==> config.mk <==
export PLATFORM = sky130hd
export DESIGN_NAME = loopuart_regs
export DESIGN_NICKNAME = d
export VERILOG_FILES = /design/src/rtl/loopuart_pkg.sv /design/src/rtl/loopuart_fifo.sv /design/src/rtl/loopuart_irq.sv /design/src/rtl/loopuart_regs.sv
export SDC_FILE = /design/constraint.sdc
export NUM_CORES = 1
export LEC_CHECK = 0
export BUFFER_PORTS_ARGS = -buffer_cell sky130_fd_sc_hd__buf_2
export CORE_AREA = 5 5 186 170
export DETAILED_ROUTE_END_ITERATION = 7
export DIE_AREA = 0 0 191 175
export PLACE_DENSITY = 0.5
export SLEW_MARGIN = 20
export SYNTH_ARGS = -nofsm -noshare
export SYNTH_HDL_FRONTEND = slang
export SYNTH_SLANG_ARGS = --single-unit
==> constraint.sdc <==
create_clock -name clk -period 3.7 [get_ports clk]
set_input_delay 0.185 -clock clk [delete_from_list [all_inputs] [get_ports clk]]
set_output_delay 0.185 -clock clk [all_outputs]
set_load 0.005 [all_outputs]
==> src/rtl/loopuart_pkg.sv <==
package loopuart_pkg;

  localparam logic [2:0] OFS_DATA  = 3'd0;
  localparam logic [2:0] OFS_IEN   = 3'd1;
  localparam logic [2:0] OFS_IID   = 3'd2;
  localparam logic [2:0] OFS_LCTL  = 3'd3;
  localparam logic [2:0] OFS_MCTL  = 3'd4;
  localparam logic [2:0] OFS_LSTAT = 3'd5;
  localparam logic [2:0] OFS_MSTAT = 3'd6;
  localparam logic [2:0] OFS_SCR   = 3'd7;

  localparam int IEN_RXD   = 0;
  localparam int IEN_TXE   = 1;
  localparam int IEN_LINE  = 2;
  localparam int IEN_MODEM = 3;

  typedef struct packed {
    logic ovr;
    logic rxd;
    logic txe;
    logic mst;
  } irq_src_t;

  function automatic logic [4:0] trig_level(input logic [1:0] sel);
    logic [4:0] lvl;
    case (sel)
      2'b00:   lvl = 5'd1;
      2'b01:   lvl = 5'd4;
      2'b10:   lvl = 5'd8;
      default: lvl = 5'd14;
    endcase
    return lvl;
  endfunction

  function automatic logic [7:0] iid_code(input irq_src_t p, input logic fifo_on);
    logic [3:0] c;
    if (p.ovr)      c = 4'h6;
    else if (p.rxd) c = 4'h4;
    else if (p.txe) c = 4'h2;
    else if (p.mst) c = 4'h0;
    else            c = 4'h1;
    return {fifo_on, fifo_on, 2'b00, c};
  endfunction

  function automatic logic [7:0] lsr_byte(input logic nonempty, input logic ovr);
    return {1'b0, ~nonempty, ~nonempty, 3'b000, ovr, nonempty};
  endfunction

  function automatic logic [7:0] msr_byte(input logic cts);
    return {1'b1, 1'b0, 1'b1, cts, 2'b00, 1'b1, cts};
  endfunction

endpackage

==> src/rtl/loopuart_fifo.sv <==
module loopuart_fifo #(
  parameter int DEPTH = 16,
  parameter int DW = 8,
  localparam int AW = (DEPTH > 1) ? $clog2(DEPTH) : 1,
  localparam int CW = $clog2(DEPTH + 1)
) (
  input  logic          clk,
  input  logic          rst_n,
  input  logic          push,
  input  logic          pop,
  input  logic          flush,
  input  logic [CW-1:0] cap,
  input  logic [DW-1:0] din,
  output logic [DW-1:0] dout,
  output logic [CW-1:0] count,
  output logic          empty,
  output logic          accept,
  output logic          reject,
  output logic          pop_ok
);

  logic [DW-1:0] mem [DEPTH];
  logic [AW-1:0] head_q, tail_q;

  function automatic logic [AW-1:0] bump(input logic [AW-1:0] p);
    return (p == AW'(DEPTH - 1)) ? '0 : p + 1'b1;
  endfunction

  assign empty  = (count == '0);
  assign accept = push && !flush && (count < cap);
  assign reject = push && !flush && !(count < cap);
  assign pop_ok = pop && !flush && !empty;
  assign dout   = empty ? '0 : mem[tail_q];

  always_ff @(posedge clk) begin
    if (accept) mem[head_q] <= din;
  end

  always_ff @(posedge clk or negedge rst_n) begin
    if (!rst_n) begin
      head_q <= '0;
      tail_q <= '0;
      count  <= '0;
    end else if (flush) begin
      head_q <= '0;
      tail_q <= '0;
      count  <= '0;
    end else begin
      if (accept) head_q <= bump(head_q);
      if (pop_ok) tail_q <= bump(tail_q);
      case ({accept, pop_ok})
        2'b10:   count <= count + CW'(1);
        2'b01:   count <= count - CW'(1);
        default: count <= count;
      endcase
    end
  end

  AST_COUNT_BOUND: assert property (@(posedge clk) disable iff (!rst_n)
    count <= CW'(DEPTH));
  AST_REJECT_HOLDS: assert property (@(posedge clk) disable iff (!rst_n)
    reject && !pop |=> count == $past(count));
  AST_EMPTY_POP_HOLDS: assert property (@(posedge clk) disable iff (!rst_n)
    pop && empty && !push && !flush |=> count == '0);
  AST_FLUSH_EMPTIES: assert property (@(posedge clk) disable iff (!rst_n)
    flush |=> empty);

endmodule

==> src/rtl/loopuart_irq.sv <==
module loopuart_irq
  import loopuart_pkg::*;
(
  input  logic       clk,
  input  logic       rst_n,
  input  logic [3:0] ien,
  input  logic       fifo_on,
  input  logic       ovr_flag,
  input  logic       rx_at_level,
  input  logic       rx_empty,
  input  logic       modem_req,
  input  logic       ev_rx_level,
  input  logic       ev_overrun,
  input  logic       ev_drain,
  input  logic       ev_txe_enable,
  input  logic       ev_modem_wr,
  output logic [7:0] iid,
  output logic       irq_pulse
);

  irq_src_t pend;
  logic     fire;

  always_comb begin
    pend.ovr = ien[IEN_LINE]  & ovr_flag;
    pend.rxd = ien[IEN_RXD]   & rx_at_level;
    pend.txe = ien[IEN_TXE]   & rx_empty;
    pend.mst = ien[IEN_MODEM] & modem_req;
  end

  assign iid = iid_code(pend, fifo_on);

  assign fire = (ien[IEN_RXD]   & ev_rx_level)
              | (ien[IEN_LINE]  & ev_overrun)
              | (ien[IEN_TXE]   & ev_drain)
              | ev_txe_enable
              | (ien[IEN_MODEM] & ev_modem_wr);

  always_ff @(posedge clk or negedge rst_n) begin
    if (!rst_n) irq_pulse <= 1'b0;
    else        irq_pulse <= fire;
  end

  AST_IID_IDLE: assert property (@(posedge clk) disable iff (!rst_n)
    ien == 4'h0 |-> iid[3:0] == 4'h1);
  AST_OVR_FIRST: assert property (@(posedge clk) disable iff (!rst_n)
    ien[IEN_LINE] && ovr_flag |-> iid[3:0] == 4'h6);

endmodule

==> src/rtl/loopuart_regs.sv <==
module loopuart_regs
  import loopuart_pkg::*;
#(
  parameter int FIFO_DEPTH = 16,
  localparam int CW = $clog2(FIFO_DEPTH + 1)
) (
  input  logic       clk,
  input  logic       rst_n,
  input  logic [2:0] reg_addr,
  input  logic       reg_wr,
  input  logic       reg_rd,
  input  logic [7:0] reg_wdata,
  output logic [7:0] reg_rdata,
  output logic       irq_pulse
);

  logic [3:0]    ien_q;
  logic [7:0]    lcr_q, mcr_q, scr_q;
  logic [15:0]   div_q;
  logic          fifo_on_q;
  logic [4:0]    thr_q;
  logic          ovr_q;
  logic          dlab;

  logic          push, pop, flush;
  logic          accept, reject, pop_ok, empty;
  logic [CW-1:0] cnt, cap;
  logic [7:0]    head_byte, iid;

  logic          ev_rx_level, ev_drain, ev_txe_enable, ev_modem_wr;
  logic          rx_at_level, modem_req, cts;

  assign dlab  = lcr_q[7];
  assign cap   = fifo_on_q ? CW'(FIFO_DEPTH) : CW'(1);
  assign push  = reg_wr && (reg_addr == OFS_DATA) && !dlab;
  assign pop   = reg_rd && (reg_addr == OFS_DATA) && !dlab;
  assign flush = reg_wr && (reg_addr == OFS_IID) && (reg_wdata[1] | reg_wdata[2]);

  loopuart_fifo #(.DEPTH(FIFO_DEPTH), .DW(8)) u_fifo (
    .clk    (clk),
    .rst_n  (rst_n),
    .push   (push),
    .pop    (pop),
    .flush  (flush),
    .cap    (cap),
    .din    (reg_wdata),
    .dout   (head_byte),
    .count  (cnt),
    .empty  (empty),
    .accept (accept),
    .reject (reject),
    .pop_ok (pop_ok)
  );

  always_ff @(posedge clk or negedge rst_n) begin
    if (!rst_n) begin
      ien_q     <= '0;
      lcr_q     <= '0;
      mcr_q     <= '0;
      scr_q     <= '0;
      div_q     <= '0;
      fifo_on_q <= 1'b1;
      thr_q     <= 5'd1;
    end else if (reg_wr) begin
      case (reg_addr)
        OFS_DATA: if (dlab) div_q[7:0] <= reg_wdata;
        OFS_IEN: begin
          if (dlab) div_q[15:8] <= reg_wdata;
          else      ien_q       <= reg_wdata[3:0];
        end
        OFS_IID: begin
          fifo_on_q <= reg_wdata[0];
          thr_q     <= reg_wdata[0] ? trig_level(reg_wdata[7:6]) : 5'd1;
        end
        OFS_LCTL: begin
          lcr_q <= reg_wdata;
          if (reg_wdata[7]) div_q <= '0;
        end
        OFS_MCTL: mcr_q <= reg_wdata;
        OFS_SCR:  scr_q <= reg_wdata;
        default: ;
      endcase
    end
  end

  always_ff @(posedge clk or negedge rst_n) begin
    if (!rst_n)      ovr_q <= 1'b0;
    else if (accept) ovr_q <= 1'b0;
    else if (reject) ovr_q <= 1'b1;
  end

  assign ev_rx_level   = accept && ((32'(cnt) + 1) == 32'(thr_q));
  assign ev_drain      = pop_ok && (cnt == CW'(1));
  assign ev_txe_enable = reg_wr && (reg_addr == OFS_IEN) && !dlab && reg_wdata[1] && empty;
  assign ev_modem_wr   = reg_wr && (reg_addr == OFS_MCTL) &&
                         (reg_wdata[0] | reg_wdata[1] | reg_wdata[3]);
  assign rx_at_level   = 32'(cnt) >= 32'(thr_q);
  assign modem_req     = mcr_q[0] | mcr_q[1];
  assign cts           = !mcr_q[5] || (cnt < cap);

  loopuart_irq u_irq (
    .clk           (clk),
    .rst_n         (rst_n),
    .ien           (ien_q),
    .fifo_on       (fifo_on_q),
    .ovr_flag      (ovr_q),
    .rx_at_level   (rx_at_level),
    .rx_empty      (empty),
    .modem_req     (modem_req),
    .ev_rx_level   (ev_rx_level),
    .ev_overrun    (reject),
    .ev_drain      (ev_drain),
    .ev_txe_enable (ev_txe_enable),
    .ev_modem_wr   (ev_modem_wr),
    .iid           (iid),
    .irq_pulse     (irq_pulse)
  );

  always_comb begin
    case (reg_addr)
      OFS_DATA:  reg_rdata = dlab ? div_q[7:0]  : head_byte;
      OFS_IEN:   reg_rdata = dlab ? div_q[15:8] : {4'h0, ien_q};
      OFS_IID:   reg_rdata = iid;
      OFS_LCTL:  reg_rdata = lcr_q;
      OFS_MCTL:  reg_rdata = mcr_q;
      OFS_LSTAT: reg_rdata = lsr_byte(!empty, ovr_q);
      OFS_MSTAT: reg_rdata = msr_byte(cts);
      default:   reg_rdata = scr_q;
    endcase
  end

  AST_ONE_ACCESS: assert property (@(posedge clk) disable iff (!rst_n)
    !(reg_wr && reg_rd));
  AST_DLAB_CLEARS_DIV: assert property (@(posedge clk) disable iff (!rst_n)
    reg_wr && (reg_addr == OFS_LCTL) && reg_wdata[7] |=> div_q == 16'h0);
  AST_DIV_SKIPS_FIFO: assert property (@(posedge clk) disable iff (!rst_n)
    reg_wr && (reg_addr == OFS_DATA) && dlab |=> $stable(cnt));
  AST_OVERRUN_SETS: assert property (@(posedge clk) disable iff (!rst_n)
    reject |=> ovr_q);

endmodule

==> results.json, run 1 <==
{
  "outcome": "finished, final reports clean",
  "avgRoutedWirePerCell_um": 21.3,
  "highest_layer": "met4",
  "io_pins": 24,
  "crit_type": "flip-flop to output port",
  "dr.first_iter.drc_count": 371,
  "drc_errors": 0,
  "rows": 60,
  "clock-root-buffer": "clkbuf_16",
  "post-synth-top-count-cell": "edfxtp_1",
  "synth_edf_count": 128,
  "crit_path_end_kind": "output port",
  "first_pass_iters": 5,
  "path_max_fanout": 6,
  "grt_max_degree": 43,
  "syn_area_per_cell_sq_um": 13.9,
  "core_sq_um": 29500,
  "grt_pass1_wl_mm": 35.3,
  "fin_crit_ps": 3330,
  "dr_wl_met2_mm": 11.1,
  "synth_common_cells": "128 x edfxtp_1, 62 x dfrtp_1, 55 x nand2_1",
  "htreeDepth": 4,
  "netlist_top_cells_area": "edfxtp_1 44%, dfrtp_1 18%, mux4_2 8.8%",
  "cts_buffers": 17,
  "synth_area_sq_um": 8730,
  "rsz0062_at_grt": "false",
  "instances_no_fill": 1068,
  "cts_num_sinks": 192,
  "dp_slack_ps": 427,
  "clk_path_buf_depth": 2,
  "seq_area_frac_synth_pct": 62.4,
  "drive_gt1_share_pct": 22.4,
  "nFillCells": 2833,
  "ant_nets": 0,
  "crit_required_ps": 3510,
  "grtUsageTotal_pct": 14.1,
  "register_area_sq_um": 5450,
  "routed_wl_mm": 22.7,
  "worst_hold_path_type": "primary input to flip-flop",
  "max_freq_mhz": 301,
  "die_x_um": 191,
  "ys.flop_type": "edfxtp_1",
  "grt_pass1_vias": 5571,
  "slew_headroom_pct": 33.2,
  "synth_top_area_share_pct": 44.0,
  "yosysTopAreaCell": "edfxtp_1",
  "critical_path_arrival_ps": 3140,
  "ys_ff_latch": 192,
  "syn_inst": 627,
  "vias": 5398,
  "io_buffer_count": 23,
  "start_util_pct": 29.6,
  "setup_slack_ps": 373,
  "dieArea_sq_um": 33400,
  "area_growth_pct": 14.2,
  "total_power_w": 0.00613,
  "total_leakage_power_nw": 3.53,
  "yosysWarnings": 0,
  "syn_nets": 656,
  "overflow": 0,
  "nets": 681,
  "gp_congestion": 0.830,
  "cap_violations": 0,
  "critPathLaunchType": "flip-flop",
  "multi_input_area_sq_um": 3040,
  "finalSetupTns_ps": 0,
  "ir_drop_uv": 334,
  "dp_hpwl_mm": 15.3,
  "power_density_nw_per_um2": 614,
  "worst_pin_slew_ps": 995,
  "regToRegSetupSlack_ps": 440,
  "setup_viol": 0,
  "dpl_cell_area_sq_um": 9350,
  "finalCritPeriodShare_pct": 89.9,
  "design_area_sq_um": 9970,
  "synthArstFlopShare_pct": 33.3,
  "diodes": 0,
  "final_hold_viol_count": 0,
  "netlist-cell-type-count": 63,
  "slew_violations": 0,
  "cts.clk_slew.worst_paths_ps": 80,
  "fin_skew_ps": 12.7,
  "postCtsSetupBuffers": 0,
  "antenna_found_initial": 0,
  "die_y_um": 175,
  "tritoncts": "done",
  "clock_latency_ps": 440,
  "wl_met1_mm": 10.6,
  "drt-vias-per-instance": 5.05,
  "place_inst": 1035,
  "wl_met3_um": 755
}
## repair_timing
action,4_1_cts,5_1_grt
hold buffers,1,0
endpoints found under the hold margin,22,0
endpoints found under the setup margin,0,0
resized for setup,0,0
## cell families after synthesis
family	Yosys count	share of synthesized area, %
AOI/OAI and AO/OA	120	9.57
xor gates and xnor gates	6	0.602
adders and majority gates	14	2.01
buffers and inverters	62	2.81
DFF	192	62.4
muxes	73	13.6
and+or+nand+nor	160	9.01
## worst max-delay path: stages (launching register included)
cell     delay (ps)
dfstp_2         570
inv_1            70
ha_1            260
or4_4           570
o32a_2          430
and3_1          230
o31ai_1         230
o32a_1          220
buf_2           130
## power by group
group          total [W]  internal (W)  leakage, nW  switching [W]
Combinational    0.00152      0.000734         1.29       0.000783
Clock            0.00188      0.000974        0.295       0.000906
Sequential       0.00273       0.00248         1.94       0.000249
Total            0.00613       0.00419         3.53        0.00194
## flip-flops by register name (all words and copies together) (netlist names)
| signal | count |
|---|---|
| u_fifo.tail_q | 4 |
| div_q | 16 |
| scr_q | 8 |
| mcr_q | 8 |
| lcr_q | 8 |
| u_fifo.head_q | 4 |
| u_irq.irq_pulse | 1 |
| thr_q | 4 |
| u_fifo.count | 5 |
| u_fifo.mem | 128 |
| ien_q | 4 |
| ovr_q | 1 |
| fifo_on_q | 1 |
## metrics by stage
| step | hold slack, ps | utilization (%) |
|---|---|---|
| 2_1_floorplan | -111 | - |
| 3_3_place_gp | 181 | 31.7 |
| 3_5_place_dp | 200 | 31.7 |
| 4_1_cts | 223 | 33.8 |
| 5_1_grt | 231 | 33.8 |
| 6_report | 230 | 33.8 |
## placed cells by master, fill, tap and decap left out, types with 7 or more instances in the layout
| cell | netlist | routed |
|---|---|---|
| a21oi_1 | 18 | 18 |
| buf_2 | 7 | 23 |
| buf_4 | 1 | 20 |
| clkbuf_16 | 0 | 17 |
| dfrtp_1 | 62 | 61 |
| edfxtp_1 | 128 | 128 |
| ha_1 | 14 | 14 |
| inv_1 | 23 | 23 |
| mux2_2 | 28 | 28 |
| mux2i_1 | 11 | 11 |
| mux4_2 | 34 | 34 |
| nand2_1 | 55 | 55 |
| nand3_1 | 20 | 20 |
| nor2_1 | 35 | 35 |
| nor3_1 | 10 | 10 |
| o211ai_1 | 7 | 7 |
| o21ai_0 | 33 | 33 |
## worst paths after layout
path	end	startpoint	cells past startpoint
max	reg_rdata[0]	fifo_on_q$_DFFE_PN1P_	8
min	div_q[4]$_DFFE_PN0P_	reg_wdata[4]	3
max reg2reg	u_fifo.mem[14][3]$_DFFE_PP_	fifo_on_q$_DFFE_PN1P_	7
min reg2reg	scr_q[7]$_DFFE_PN0P_	scr_q[7]$_DFFE_PN0P_	2
max in group asynchronous	u_fifo.tail_q[0]$_DFFE_PN0P_	rst_n	3
min in group asynchronous	thr_q[2]$_DFFE_PN0P_	rst_n	2
## layer usage
layer / vias up / GRT usage, %
met2: 136 / 22.9
li1: 2463 / -
met5: - / 0
met4: 0 / 4.49
met1: 2778 / 19.6
met3: 21 / 1.96
## final cells by class
class / count / share of cell area [%]
inverters: 24 / 0.903
multi-input cells: 373 / 30.5
well taps: 403 / 5.06
clock inverters: 15 / 1.87
flip-flops and latches: 192 / 54.6
clock buffers: 17 / 4.27
repair buffers: 44 / 2.76
Note: power is estimated with default switching activity, not from simulation.
==> run 2, diff against run 1 <==
--- a/constraint.sdc
+++ b/constraint.sdc
@@ -3,2 +3,2 @@
 set_output_delay 0.185 -clock clk [all_outputs]
-set_load 0.005 [all_outputs]
+set_load 0.1 [all_outputs]
==> results.json, run 2 (synthesis results as in run 1) <==
{
  "final_hold_viol_count": 0,
  "most-common-layout-cells": "128 x edfxtp_1, 61 x dfrtp_1, 55 x nand2_1",
  "antenna_found_initial": 0,
  "max_freq_mhz": 280,
  "worst_hold_path_type": "primary input to flip-flop",
  "first_pass_iters": 5,
  "crit_path_end_kind": "output port",
  "htreeDepth": 4,
  "finalSetupTns_ps": 0,
  "grtUsageTotal_pct": 13.4,
  "cts.clk_slew.worst_paths_ps": 70,
  "crit_required_ps": 3510,
  "r2r-end": "u_fifo.mem[2][6]$_DFFE_PP_",
  "design_area_sq_um": 9980,
  "finalCritPeriodShare_pct": 96.4,
  "ant_nets": 0,
  "fin_skew_ps": 11.8,
  "clk_path_buf_depth": 2,
  "rsz0062_at_grt": "false",
  "drt-vias-per-instance": 5.08,
  "grt_max_degree": 36,
  "reg2reg_depth": 8,
  "io_buffer_count": 23,
  "critPathLaunchType": "flip-flop",
  "cap_violations": 0,
  "dp_hpwl_mm": 15.0,
  "start_util_pct": 29.6,
  "tritoncts": "done",
  "grt_pass1_wl_mm": 34.0,
  "postCtsSetupBuffers": 0,
  "diodes": 0,
  "vias": 5447,
  "hold_depth": 3,
  "io_pins": 24,
  "dieArea_sq_um": 33400,
  "grt_pass1_vias": 5481,
  "cts_buffers": 17,
  "path_max_fanout": 6,
  "crit_type": "flip-flop to output port",
  "area_growth_pct": 14.2,
  "reg2reg_from": "fifo_on_q$_DFFE_PN1P_",
  "outcome": "finished, final reports clean",
  "setup_viol": 0,
  "overflow": 0,
  "clock-root-buffer": "clkbuf_16",
  "min_from": "reg_wdata[4]",
  "gp_congestion": 0.818,
  "drive_gt1_share_pct": 22.9,
  "total_leakage_power_nw": 3.55,
  "dr.first_iter.drc_count": 427,
  "routed_wl_mm": 22.1,
  "top_regs": "u_fifo.mem: 128 flops, div_q: 16 flops",
  "cts_num_sinks": 192,
  "regToRegSetupSlack_ps": 640,
  "power_density_nw_per_um2": 621,
  "rows": 60,
  "fin_crit_ps": 3570,
  "top_register": "u_fifo.mem",
  "worstHoldEndpoint": "div_q[4]$_DFFE_PN0P_",
  "ir_drop_uv": 326,
  "die_x_um": 191,
  "register_area_sq_um": 5450,
  "final_common_cell": "edfxtp_1",
  "worst_pin_slew_ps": 986,
  "slew_violations": 0,
  "die_y_um": 175,
  "nFillCells": 2841,
  "clock_latency_ps": 430,
  "avgRoutedWirePerCell_um": 20.6,
  "multi_input_area_sq_um": 3040,
  "slew_headroom_pct": 33.9,
  "critical_path_arrival_ps": 3380,
  "core_sq_um": 29500,
  "largest_register_ff_count": 128,
  "drc_errors": 0,
  "nets": 685,
  "dpl_cell_area_sq_um": 9390
}
-- run 2: changes by cell type in the layout (fill, tap and decap cells not counted) --
| cell | change |
|---|---|
| buf_4 | +3 |
| clkinv_2 | +2 |
| inv_6 | +2 |
| inv_8 | -2 |
| buf_12 | +1 |
| buf_2 | -1 |
| bufinv_16 | -1 |
| clkbuf_1 | +1 |
| clkbuf_4 | +1 |
| clkinv_1 | -1 |
| clkinv_4 | +1 |
| clkinv_8 | -1 |
| clkinvlp_4 | -1 |
-- run 2: report_power, final --
part | switching [W] | internal, W
Combinational | 0.000952 | 0.000735
Clock | 0.000878 | 0.000898
Sequential | 0.000257 | 0.00248
-- run 2: what timing repair did --
item,in CTS,in global routing
gates resized for setup,0,1
hold buffers,1,0
endpoints found under the setup margin,0,1
endpoints found under the hold margin,27,0
-- run 2: worst max path at each step --
stage,startpoint,endpoint,slack [ps],cells past startpoint
4_1_cts,fifo_on_q$_DFFE_PN1P_,reg_rdata[0],60,8
5_1_grt,fifo_on_q$_DFFE_PN1P_,reg_rdata[4],40,8
2_1_floorplan,fifo_on_q$_DFFE_PN1P_,reg_rdata[4],50,7
3_3_place_gp,fifo_on_q$_DFFE_PN1P_,reg_rdata[0],650,8
3_5_place_dp,fifo_on_q$_DFFE_PN1P_,reg_rdata[0],530,8
6_report,fifo_on_q$_DFFE_PN1P_,reg_rdata[4],130,8
-- run 2: layout make-up --
| class | count | area share (%) |
|---|---|---|
| Sequential cell | 192 | 54.6 |
| Multi-Input combinational cell | 373 | 30.5 |
| Tap cell | 403 | 5.05 |
| Clock buffer | 18 | 4.30 |
| Timing Repair Buffer | 48 | 3.21 |
| Clock inverter | 14 | 1.43 |
| Inverter | 24 | 0.903 |
-- run 2: layer usage --
layer,GRT usage [%],up-vias,wire [um]
met4,4.55,0,459
li1,-,2472,-
met2,21.0,151,10500
met1,18.8,2792,10200
met5,0,-,0
met3,2.46,32,923
-- run 2: worst max-delay path: stages (launching register included) --
cell and delay [ps]:
dfstp_2 570, inv_1 70, ha_1 250, or4_4 570
o32a_2 440, a21oi_1 310, a311oi_1 90, a21oi_1 200
buf_2 460
-- run 2: stage by stage --
stage                     cells  total power [W]  util [%]  setup WS [ps]  hold slack (ps)
after floorplan             627          0.00394         -           53.9             -111
after global placement     1039          0.00445      31.8            651              288
after detailed placement   1039          0.00448      31.8            532              296
after CTS                  1072          0.00625      33.8           56.0              222
after global routing       1072          0.00650      33.8           43.9              226
final                      1072          0.00620      33.8            133              234
==> run 3, diff against run 2 <==
==> constraint.sdc (replaced) <==
create_clock -name clk -period 3.7 [get_ports clk]
set_input_delay 0.37 -clock clk [delete_from_list [all_inputs] [get_ports clk]]
set_output_delay 0.37 -clock clk [all_outputs]
set_load 0.1 [all_outputs]
==> results.json, run 3 (synthesis results as in run 1) <==
{
  "fin_crit_ps": 3640,
  "grt_max_degree": 39,
  "routed_wl_mm": 22.3,
  "antenna_found_initial": 0,
  "tritoncts": "done",
  "cts_num_sinks": 192,
  "grt_pass1_vias": 5783,
  "fin_skew_ps": 7.94,
  "ant_nets": 0,
  "avgRoutedWirePerCell_um": 20.7,
  "overflow": 0,
  "total_power_w": 0.00623,
  "crit_path_end_kind": "output port",
  "cts.clk_slew.worst_paths_ps": 70,
  "io_pins": 24,
  "die_y_um": 175,
  "slew_violations": 0,
  "top_regs": "u_fifo.mem: 128 flops, div_q: 16 flops",
  "combPwrFrac_pct": 27.6,
  "dieArea_sq_um": 33400,
  "final_hold_viol_count": 0,
  "power_switching_share_pct": 32.9,
  "utilization_pct": 34.1,
  "max_freq_mhz": 275,
  "io_buffer_count": 23,
  "grtUsageTotal_pct": 13.8,
  "drt-vias-per-instance": 5.07,
  "clock_latency_ps": 430,
  "gp_congestion": 0.851,
  "drc_errors": 0,
  "largest_register_ff_count": 128,
  "power.internal_w": 0.00418,
  "slew_headroom_pct": 37.7,
  "crit_required_ps": 3330,
  "first_pass_iters": 5,
  "ir_drop_uv": 287,
  "diodes": 0,
  "drive_gt1_share_pct": 23.7,
  "start_util_pct": 29.6,
  "cap_violations": 0,
  "outcome": "finished, final reports clean",
  "cts_buffers": 17,
  "most-common-layout-cells": "128 x edfxtp_1, 61 x dfrtp_1, 55 x nand2_1",
  "clk_path_buf_depth": 2,
  "area_growth_pct": 15.0,
  "worst_hold_path_type": "primary input to asynchronous set/reset pin",
  "dp_hpwl_mm": 15.1,
  "timing.hold.ws_ps": 66.2,
  "power_density_nw_per_um2": 620,
  "p_clk_share_pct": 29.1,
  "pwr-share-seq_pct": 43.3,
  "clock-root-buffer": "clkbuf_16",
  "power_switching_w": 0.00205,
  "critPathLaunchType": "flip-flop",
  "setup_viol": 0,
  "dr.first_iter.drc_count": 440,
  "total_leakage_power_nw": 3.58,
  "die_x_um": 191,
  "vias": 5475,
  "top_register": "u_fifo.mem",
  "worst_pin_slew_ps": 935,
  "grt_pass1_wl_mm": 35.2,
  "final_common_cell": "edfxtp_1",
  "rsz0062_at_grt": "true",
  "htreeDepth": 4,
  "finalCritPeriodShare_pct": 98.3,
  "path_max_fanout": 6,
  "rows": 60,
  "core_sq_um": 29500,
  "nets": 692,
  "critical_path_arrival_ps": 3270,
  "crit_type": "flip-flop to output port"
}
-- run 3: cell types whose count changed in the layout (fill, tap and decap cells not counted), sizes merged --
cell,before,now
buf,46,53
bufinv,0,1
clkbuf,19,20
clkinv,7,6
clkinvlp,0,1
dlygate4sd3,1,0
inv,31,30
-- run 3: final timing paths --
| path | start | endpoint | slack [ps] | depth (start not counted) |
|---|---|---|---|---|
| max in group asynchronous | rst_n | lcr_q[4]$_DFFE_PN0P_ | 2700 | 2 |
| max reg2reg | fifo_on_q$_DFFE_PN1P_ | u_fifo.mem[0][5]$_DFFE_PP_ | 600 | 9 |
| min | rst_n | thr_q[1]$_DFFE_PN0P_ | 70 | 1 |
| min in group clk | reg_wdata[5] | div_q[5]$_DFFE_PN0P_ | 380 | 3 |
| max | fifo_on_q$_DFFE_PN1P_ | reg_rdata[0] | 60 | 8 |
| min reg2reg | div_q[7]$_DFFE_PN0P_ | div_q[7]$_DFFE_PN0P_ | 490 | 2 |
-- run 3: layout make-up --
class                      count  area, sq um
timing repair buffer          55          383
inverter                      24         90.1
tap                          403          504
sequential                   192         5450
multi-input combinational    373         3050
clock inverter                14          148
fill                        2867        19500
clock buffer                  18          429
-- run 3: timing repair --
action / CTS / global route
endpoints found under the setup margin: 1 / 3
resized for setup: 1 / 4
hold buffers: 0 / 0
setup buffers: 0 / 0
-- run 3: power by group through the flow --
stage	Clock [W]	Sequential, W	Combinational [W]
after floorplan	0	0.00263	0.00131
after global placement	0	0.00274	0.00170
after detailed placement	0	0.00274	0.00174
after CTS	0.00184	0.00270	0.00174
after global routing	0.00194	0.00273	0.00188
final	0.00181	0.00270	0.00172
-- run 3: metal layers --
| metal | vias up | global-route usage, % | routed length [um] |
|---|---|---|---|
| li1 | 2479 | - | - |
| met1 | 2849 | 19.5 | 10300 |
| met2 | 127 | 21.9 | 10800 |
| met3 | 20 | 2.26 | 821 |
| met4 | 0 | 4.34 | 400 |
| met5 | - | 0 | 0 |
-- run 3: critical path, cell delays in order, from the launching register on --
cell,delay [ps]
dfstp_2,560
inv_1,80
ha_1,260
or4_4,580
o32a_2,430
and3_1,220
o31ai_1,250
o32a_1,250
buf_8,210
-- run 3: through the flow --
stage / area, sq um / TNS, ps / std cells / setup WS, ps
after floorplan: 8740 / 0 / 627 / 82.4
after global placement: 9460 / 0 / 1047 / 467
after detailed placement: 9460 / 0 / 1047 / 361
after CTS: 10000 / 0 / 1079 / 7.86
after global routing: 10000 / -65.7 / 1079 / -65.7
final: 10000 / 0 / 1079 / 64.5
